### config.mk
export PLATFORM = sky130hd
export DESIGN_NAME = txDomGuard
export DESIGN_NICKNAME = d
export VERILOG_FILES = /design/src/rtl/txDomGuardPkg.sv /design/src/rtl/txDomTimer.sv /design/src/rtl/txDomCtrl.sv /design/src/rtl/txDomGuard.sv
export SDC_FILE = /design/constraint.sdc
export NUM_CORES = 1
export LEC_CHECK = 0
export BUFFER_PORTS_ARGS = -buffer_cell sky130_fd_sc_hd__buf_2
export CELL_PAD_IN_SITES_DETAIL_PLACEMENT = 1
export CELL_PAD_IN_SITES_GLOBAL_PLACEMENT = 2
export CORE_AREA = 2 2 57 59
export CTS_CLUSTER_SIZE = 24
export DETAILED_ROUTE_END_ITERATION = 10
export DIE_AREA = 0 0 59 61
export GPL_TIMING_DRIVEN = 0
export PLACE_DENSITY_LB_ADDON = 0.25
export SLEW_MARGIN = 20
export SYNTH_ARGS = -nofsm -noshare
export SYNTH_HDL_FRONTEND = slang
export SYNTH_HIERARCHICAL = 1
export SYNTH_SLANG_ARGS = --single-unit
### constraint.sdc
create_clock -name clk -period 4.2 [get_ports clk]
set_input_delay 0.21 -clock clk [delete_from_list [all_inputs] [get_ports clk]]
set_output_delay 0.21 -clock clk [all_outputs]
set_load 0.02 [all_outputs]
### src/rtl/txDomGuardPkg.sv
`timescale 1ns/1ps
package txDomGuardPkg;
  // Strobes from control to the dominant-run counter
  typedef struct packed {
    logic clrRun;  // restart run length
    logic incRun;  // one more dominant sample
  } runStrobeT;
endpackage

### src/rtl/txDomTimer.sv
`timescale 1ns/1ps
module txDomTimer
  import txDomGuardPkg::*;
#(
  parameter int unsigned TIMEOUT_CYCLES = 100000
) (
  input  logic      clk,
  input  logic      rstN,
  input  runStrobeT stb,
  output logic      atLimit
);
  localparam int unsigned CW = $clog2(TIMEOUT_CYCLES + 1);
  localparam logic [CW-1:0] SAT_VAL  = CW'(TIMEOUT_CYCLES);
  localparam logic [CW-1:0] LIMIT_M1 = CW'(TIMEOUT_CYCLES - 1);

  logic [CW-1:0] runLen;

  always_ff @(posedge clk or negedge rstN) begin
    if (!rstN) begin
      runLen <= '0;
    end else if (stb.clrRun) begin
      runLen <= '0;
    end else if (stb.incRun && (runLen != SAT_VAL)) begin
      runLen <= runLen + 1'b1;
    end
  end

  // Past samples already cover all but the final cycle of the window
  assign atLimit = (runLen >= LIMIT_M1);
endmodule

### src/rtl/txDomCtrl.sv
`timescale 1ns/1ps
module txDomCtrl
  import txDomGuardPkg::*;
(
  input  logic      clk,
  input  logic      rstN,
  input  logic      txdIn,
  input  logic      thermalFault,
  input  logic      atLimit,
  output runStrobeT stb,
  output logic      drvEn,
  output logic      toutLock,
  output logic      thermLock
);
  logic armed;
  logic expireNow;
  logic toutNext;
  logic thermNext;

  always_comb begin
    stb.clrRun = txdIn;
    stb.incRun = !txdIn;
  end

  assign expireNow = !txdIn && atLimit;
  // Both lockouts need a recessive sample to release
  assign toutNext  = expireNow || (toutLock && !txdIn);
  assign thermNext = thermalFault || (thermLock && !txdIn);

  always_ff @(posedge clk or negedge rstN) begin
    if (!rstN) begin
      armed     <= 1'b0;
      toutLock  <= 1'b0;
      thermLock <= 1'b0;
    end else begin
      armed     <= armed || txdIn;
      toutLock  <= toutNext;
      thermLock <= thermNext;
    end
  end

  assign drvEn = armed && !toutLock && !thermLock;
endmodule

### src/rtl/txDomGuard.sv
`timescale 1ns/1ps
module txDomGuard
  import txDomGuardPkg::*;
#(
  parameter int unsigned TIMEOUT_CYCLES = 100000
) (
  input  logic clk,
  input  logic rstN,
  input  logic txdIn,
  input  logic thermalFault,
  input  logic modeNormal,
  output logic drvEn,
  output logic domReq,
  output logic toutLock,
  output logic thermLock
);
  runStrobeT runStb;
  logic      atLimit;

  txDomCtrl ctrl_i (
    .clk          (clk),
    .rstN         (rstN),
    .txdIn        (txdIn),
    .thermalFault (thermalFault),
    .atLimit      (atLimit),
    .stb          (runStb),
    .drvEn        (drvEn),
    .toutLock     (toutLock),
    .thermLock    (thermLock)
  );

  txDomTimer #(.TIMEOUT_CYCLES(TIMEOUT_CYCLES)) timer_i (
    .clk     (clk),
    .rstN    (rstN),
    .stb     (runStb),
    .atLimit (atLimit)
  );

  assign domReq = drvEn && !txdIn && modeNormal;
endmodule

==> reports/qor.yml, run 1 <==
run_status:
  status: "complete, no violations"
power:
  ir_drop_mv: 0.175
  combinationalPowerShare: 0.064
  p_sw_w: 0.0000845
  power_density_nw_per_um2: 306
  p_int_w: 0.000300
  swShare: 0.220
  power_frac_seq: 0.513
  leakagePower_nw: 0.502
  power.total_w: 0.000384
  p_clk_frac: 0.423
placement:
  io_buffers: 8
  placed_cells: 156
  place_area_um2: 1190
  routabilityCongestion: 0.729
  dp_hpwl_um: 1870
clock_network:
  clk_pin_slew_ps: 130
  cts_sinks: 20
  clock_insertion_delay_worst_skew_ps: 320
  cts-buffers-inserted: 3
  h-tree-depth: 1
  cts_buffer_depth: 2
  cts_root_buf: "clkbuf_4"
  cts_tree: "built"
global_routing:
  grt.overflow.total: 0
  grt_antenna_before_repair: 0
  grt_pass1_wl_um: 4490
  grt_usage: 0.171
  grt_max_degree: 21
  grt_pass1_vias: 935
logic_synthesis:
  synth_nets: 122
  synth_area_leader_cell: "dfrtp_1"
  synth_top_area_frac: 0.449
  synthArstFlopShare: 1.00
  yosysSeqAreaShare: 0.449
  netlist_area_um2: 1110
  ys_ff_latch: 20
  ys_top_cells_by_count: "20 x dfrtp_1, 15 x nor2_1, 7 x a21oi_1, 7 x nand4_1"
  yosysMostFrequentCell: "dfrtp_1"
  synth_edf_count: 0
  ys_types: 38
  synthTopCellsByArea: "dfrtp_1 45%, nor2_1 5.1%, nand4_1 3.9%"
  synth-main-ff-cell: "dfrtp_1"
  synth_area_per_cell_um2: 9.68
  yosys_warnings: 6
  synthCells: 115
timing:
  period_minus_slack_ps: 1830
  final-setup-viol-count: 0
  final-hold-violation-count: 0
  final_max_slew_viol_count: 0
  final.setup_skew_ps: 20.1
  maxSlewHeadroom: 0.652
  worst_slew_pin_slew_ps: 521
  fin_crit_sh: 0.435
  grt_setup_unrepaired: "false"
  clock.fmax_mhz: 547
  tns_ps: 0
critical_path:
  endpoint_kind: "flop"
  rr_endpoint: "timer_i/runLen[15]"
  path_class: "flop to flop"
  cpLargestDelayFamily: "simple AND/OR/NAND/NOR gates"
  cp_slowest_cell: "nor4_1"
  critPathRequiredTime_ps: 4420
  cp_slowest_stage_delay_ps: 500
  worstPathCellList: "nand4_1 -> nor4_1 -> mux2_2"
  cp.arrival_ps: 2050
  cp_max_fo: 8
  critical_path.startpoint_type: "flop"
  reg2reg_from: "timer_i/runLen[2]"
  rr_worst_depth: 3
  cp_num_buf_inv: 0
  ff2ff_setup_slack_ps: 2370
floorplan:
  die-area_um2: 3600
  die_y_um: 61
  rows: 20
  die-width_um: 59
  io_pins: 9
  core_area_um2: 2950
  start_util: 0.377
min_path:
  hp-start: "thermalFault"
  hold_depth: 2
  min_to: "ctrl_i/thermLock"
  worst_hold_path_type: "primary input to flop"
routing:
  drc_errors: 0
  route.vias.total: 915
  drt_iter0_drc: 14
  ant_nets: 0
  viasPerCell: 5.68
  totalWireLength_um: 2600
  drt-pass1-iter-count: 4
  drt-wirelength-per-cell_um: 16.1
job:
  maxCapViolations: 0
layout:
  n_antenna_cell: 0
  final_cells: 161
  area_delta_synth_final_pct: 12.9
  layout.nets: 136
  drive_gt1_frac: 0.172
  fin_area_um2: 1260
cell families (layout without fill, tap and decap cells):
kind of cell    count (synthesis)  count (layout)  synth area share
compound gates                 16              16            0.0820
simple gates                   57              57             0.324
mux                             1               1            0.0101
fa+ha+maj                       2               2            0.0225
buf+inv                         9              22            0.0337
xor+xnor                       10              10            0.0786
flops                          20              20             0.449
worst max path at each step:
stage                            startpoint                  to  slack (ps)  cells past startpoint
after floorplan            ctrl_i/thermLock              domReq        2560                      2
after global placement                txdIn  timer_i/runLen[15]        2450                      5
after detailed placement              txdIn  timer_i/runLen[15]        2400                      5
after CTS                 timer_i/runLen[2]  timer_i/runLen[15]        2370                      3
after global routing      timer_i/runLen[2]  timer_i/runLen[15]        2250                      3
final                     timer_i/runLen[2]  timer_i/runLen[15]        2370                      3
power by group through the flow:
stage | Clock [W] | Combinational [W] | Sequential (W)
after floorplan | 0 | 0.0000129 | 0.000201
after global placement | 0 | 0.0000241 | 0.000201
after detailed placement | 0 | 0.0000247 | 0.000201
after CTS | 0.000166 | 0.0000255 | 0.000197
after global routing | 0.000175 | 0.0000279 | 0.000198
final | 0.000162 | 0.0000246 | 0.000197
layout by cell type, fill, tap and decap left out, types with 2 or more instances in the layout:
| master | n |
|---|---|
| dfrtp_1 | 20 |
| nor2_1 | 15 |
| buf_2 | 8 |
| a21oi_1 | 7 |
| nand4_1 | 7 |
| inv_1 | 5 |
| nand3_1 | 5 |
| nand2_1 | 5 |
| xnor2_1 | 5 |
| xor2_1 | 5 |
| nor4_1 | 4 |
| or3_1 | 4 |
| clkbuf_4 | 3 |
| o21ai_0 | 3 |
| nor3_1 | 2 |
| o21ai_1 | 2 |
| and4_1 | 2 |
| ha_1 | 2 |
flip-flops by register name (all words and copies together), names as in the netlist:
register          cells
timer_i/runLen       17
ctrl_i/toutLock       1
ctrl_i/armed          1
ctrl_i/thermLock      1
timing repair:
item | in CTS | in global routing
endpoints found under the setup margin | 0 | 0
hold buffers | 1 | 0
gates resized for setup | 0 | 0
setup buffers | 0 | 0
endpoints found under the hold margin | 20 | 0
layout make-up:
| type | count | area (um2) |
|---|---|---|
| Buffer | 3 | 15.0 |
| Clock buffer | 3 | 22.5 |
| Clock inverter | 1 | 30.0 |
| Fill cell | 349 | 1700 |
| Inverter | 6 | 22.5 |
| Multi-Input combinational cell | 86 | 576 |
| Sequential cell | 20 | 500 |
| Tap cell | 33 | 41.3 |
| Timing Repair Buffer | 9 | 50.0 |
per-layer routing:
metal / track usage / vias to the layer above / part of all wire
met2: 0.271 / 12 / 0.46
met5: 0 / - / 0
met1: 0.235 / 457 / 0.50
met4: 0.0779 / 0 / 0.019
li1: - / 441 / -
met3: 0.0192 / 5 / 0.020
stage by stage:
stage	hold WS, ps	setup WS, ps	utilization
floorplan	-85.6	2560	-
global placement	186	2450	0.405
detailed placement	198	2400	0.405
CTS	50.0	2370	0.426
global route	47.6	2250	0.426
finish	52.4	2370	0.426
Power figures use the tool's default switching activity.
==> run 2, diff against run 1 <==
CORE_AREA = 2 2 58 60   (was 2 2 57 59)
DIE_AREA = 0 0 60 62   (was 0 0 59 61)
clock period = 1.7 ns   (was 4.2 ns; I/O delays follow)
==> reports/qor.yml, run 2 (synthesized netlist as in run 1, its figures left out) <==
power:
  leakagePower_nw: 0.569  # +13%
  ir_drop_mv: 0.312  # +78%
  power_density_nw_per_um2: 605  # +98%
global_routing:
  grt_usage: 0.185  # +0.0141
  grt_max_degree: 21  # unchanged
  grt_pass1_wl_um: 4910  # +9.2%
  grt_pass1_vias: 1010  # +8.0%
  grt_antenna_before_repair: 0  # unchanged
  grt.overflow.total: 0  # unchanged
clock_network:
  cts_buffer_depth: 2  # unchanged
  cts-buffers-inserted: 3  # unchanged
  clock_insertion_delay_worst_skew_ps: 310  # about the same
  cts_tree: "built"
  clk_pin_slew_ps: 120  # about the same
  h-tree-depth: 1  # unchanged
  cts_root_buf: "clkbuf_4"
  cts_sinks: 20  # unchanged
routing:
  viasPerCell: 5.22  # -8.2%
  drc_errors: 0  # unchanged
  route.vias.total: 976  # +6.7%
  drt-wirelength-per-cell_um: 16.6  # +2.9%
  ant_nets: 0  # unchanged
  drt_iter0_drc: 38  # +24
  totalWireLength_um: 3100  # +20%
  drt-pass1-iter-count: 4  # unchanged
critical_path:
  cp_slowest_stage_delay_ps: 480  # -20 ps
  cp.arrival_ps: 1940  # -110 ps
  cpLargestDelayFamily: "simple AND/OR/NAND/NOR gates"
  critPathRequiredTime_ps: 1890  # -2530 ps
  worstPathCellList: "inv_1 -> ha_1 -> or4b_4 -> nor4_4 -> nand3b_1 -> a21oi_2"
  critical_path.startpoint_type: "flop"
  endpoint_kind: "flop"
  cp_slowest_cell: "or4b_4"
  cp_num_buf_inv: 1  # +1
  path_class: "flop to flop"
  cp_max_fo: 5  # -3
timing:
  worst_slew_pin_slew_ps: 516  # -5.39 ps
  final-hold-violation-count: 0  # unchanged
  maxSlewHeadroom: 0.656  # +0.00359
  grt_setup_unrepaired: "true"
  tns_ps: -125  # -125 ps
  final_max_slew_viol_count: 0  # unchanged
  layout_setup_ws_ps: -46.4  # -2420 ps
  final-setup-viol-count: 3  # +3
  fin_crit_sh: 1.03  # +0.592
  clock.fmax_mhz: 573  # +4.7%
  final.setup_skew_ps: 1.23  # -18.9 ps
  period_minus_slack_ps: 1750  # -81.2 ps
min_path:
  worst_hold_path_type: "primary input to async pin"
layout:
  register_area_um2: 507  # +1.2%
  layout_common_cells: "15 x nor2_1, 15 x dfrtp_1, 12 x buf_4"
  layout.nets: 149  # +9.6%
  post-route-util: 0.447  # +0.0208
  multi_input_area_um2: 627  # +8.9%
  drive_gt1_frac: 0.319  # +0.147
  area_delta_synth_final_pct: 27.5
  largest_reg_flops: 17  # unchanged
  n_antenna_cell: 0  # unchanged
  regMostFlops: "timer_i/runLen"
  fillers: 377  # +8.0%
job:
  maxCapViolations: 0  # unchanged
run_status:
  status: "finished, violations left"
  violations: "setup timing"
floorplan:
  core_area_um2: 3180  # +7.7%
  die-width_um: 60  # +1.7%
  start_util: 0.350  # -0.0269
  io_pins: 9  # unchanged
  rows: 21  # +5.0%
  die-area_um2: 3720  # +3.4%
  die_y_um: 62  # +1.6%
placement:
  dp_hpwl_um: 1970  # +5.6%
  dp_slack_ps: -86.6  # -2480 ps
  io_buffers: 8  # unchanged
  routabilityCongestion: 0.773  # +5.9%
==> run 2: cell types whose count changed in the layout (fill, tap and decap cells not counted), moves of 2 or more <==
cell | previous run | this run
dfrtp_2 | 0 | 5
dfrtp_1 | 20 | 15
buf_4 | 1 | 12
nor4_2 | 0 | 2
dlygate4sd3_1 | 1 | 3
nor4_1 | 4 | 1
==> run 2: final timing paths <==
check / depth (start not counted) / endpoint / slack [ps] / start
setup / recovery: 6 / timer_i/runLen[1] / -50 / timer_i/runLen[1]
hold / removal: 2 / timer_i/runLen[7] / 260 / rstN
setup reg to reg: 6 / timer_i/runLen[1] / -50 / timer_i/runLen[1]
hold reg to reg: 1 / ctrl_i/armed / 480 / ctrl_i/armed
max in group asynchronous: 2 / timer_i/runLen[10] / 1080 / rstN
min in group clk: 3 / ctrl_i/thermLock / 470 / thermalFault
==> run 2: final cells by class <==
| class | instances | area share |
|---|---|---|
| multi-input cells | 86 | 0.441 |
| flip-flops and latches | 20 | 0.357 |
| repair buffers | 22 | 0.107 |
| well taps | 46 | 0.0405 |
| clock buffers | 4 | 0.0256 |
| inverters | 6 | 0.0176 |
| plain buffers | 3 | 0.0106 |
==> run 2: routing by layer <==
metal,wire [um],GRT usage,share of wire
met1,1290,0.226,0.42
met5,0,0,0
met4,84,0.102,0.027
met2,1650,0.311,0.53
met3,83,0.0331,0.027
==> run 2: where the power goes <==
group / leakage [nW] / switching [W] / internal [W] / total, W
registers: 0.261 / 0.00000477 / 0.000481 / 0.000485
logic: 0.287 / 0.0000480 / 0.0000363 / 0.0000843
clock network: 0.0210 / 0.000159 / 0.000131 / 0.000290
total: 0.569 / 0.000212 / 0.000648 / 0.000860
==> run 2: through the flow <==
step | instances | instance area (um2) | power, W | hold slack (ps)
CTS | 187 | 1370 | 0.000871 | 260
global placement | 169 | 1210 | 0.000555 | 62.8
floorplan | 115 | 1110 | 0.000528 | -211
global route | 187 | 1420 | 0.000906 | 266
detailed placement | 169 | 1210 | 0.000558 | 74.3
finish | 187 | 1420 | 0.000860 | 264
==> run 2: worst register-to-register path, stage by stage (launching register included) <==
cell and delay [ps]:
dfrtp_1 440, inv_1 80, ha_1 150, or4b_4 480, nor4_4 250, nand3b_1 170, a21oi_2 50
==> run 2: what timing repair did <==
action | 4_1_cts | 5_1_grt
endpoints found under the hold margin | 22 | 0
resized for setup | 4 | 12
hold buffers | 3 | 0
endpoints found under the setup margin | 4 | 16
setup buffers | 11 | 0
pin swaps | 2 | 3
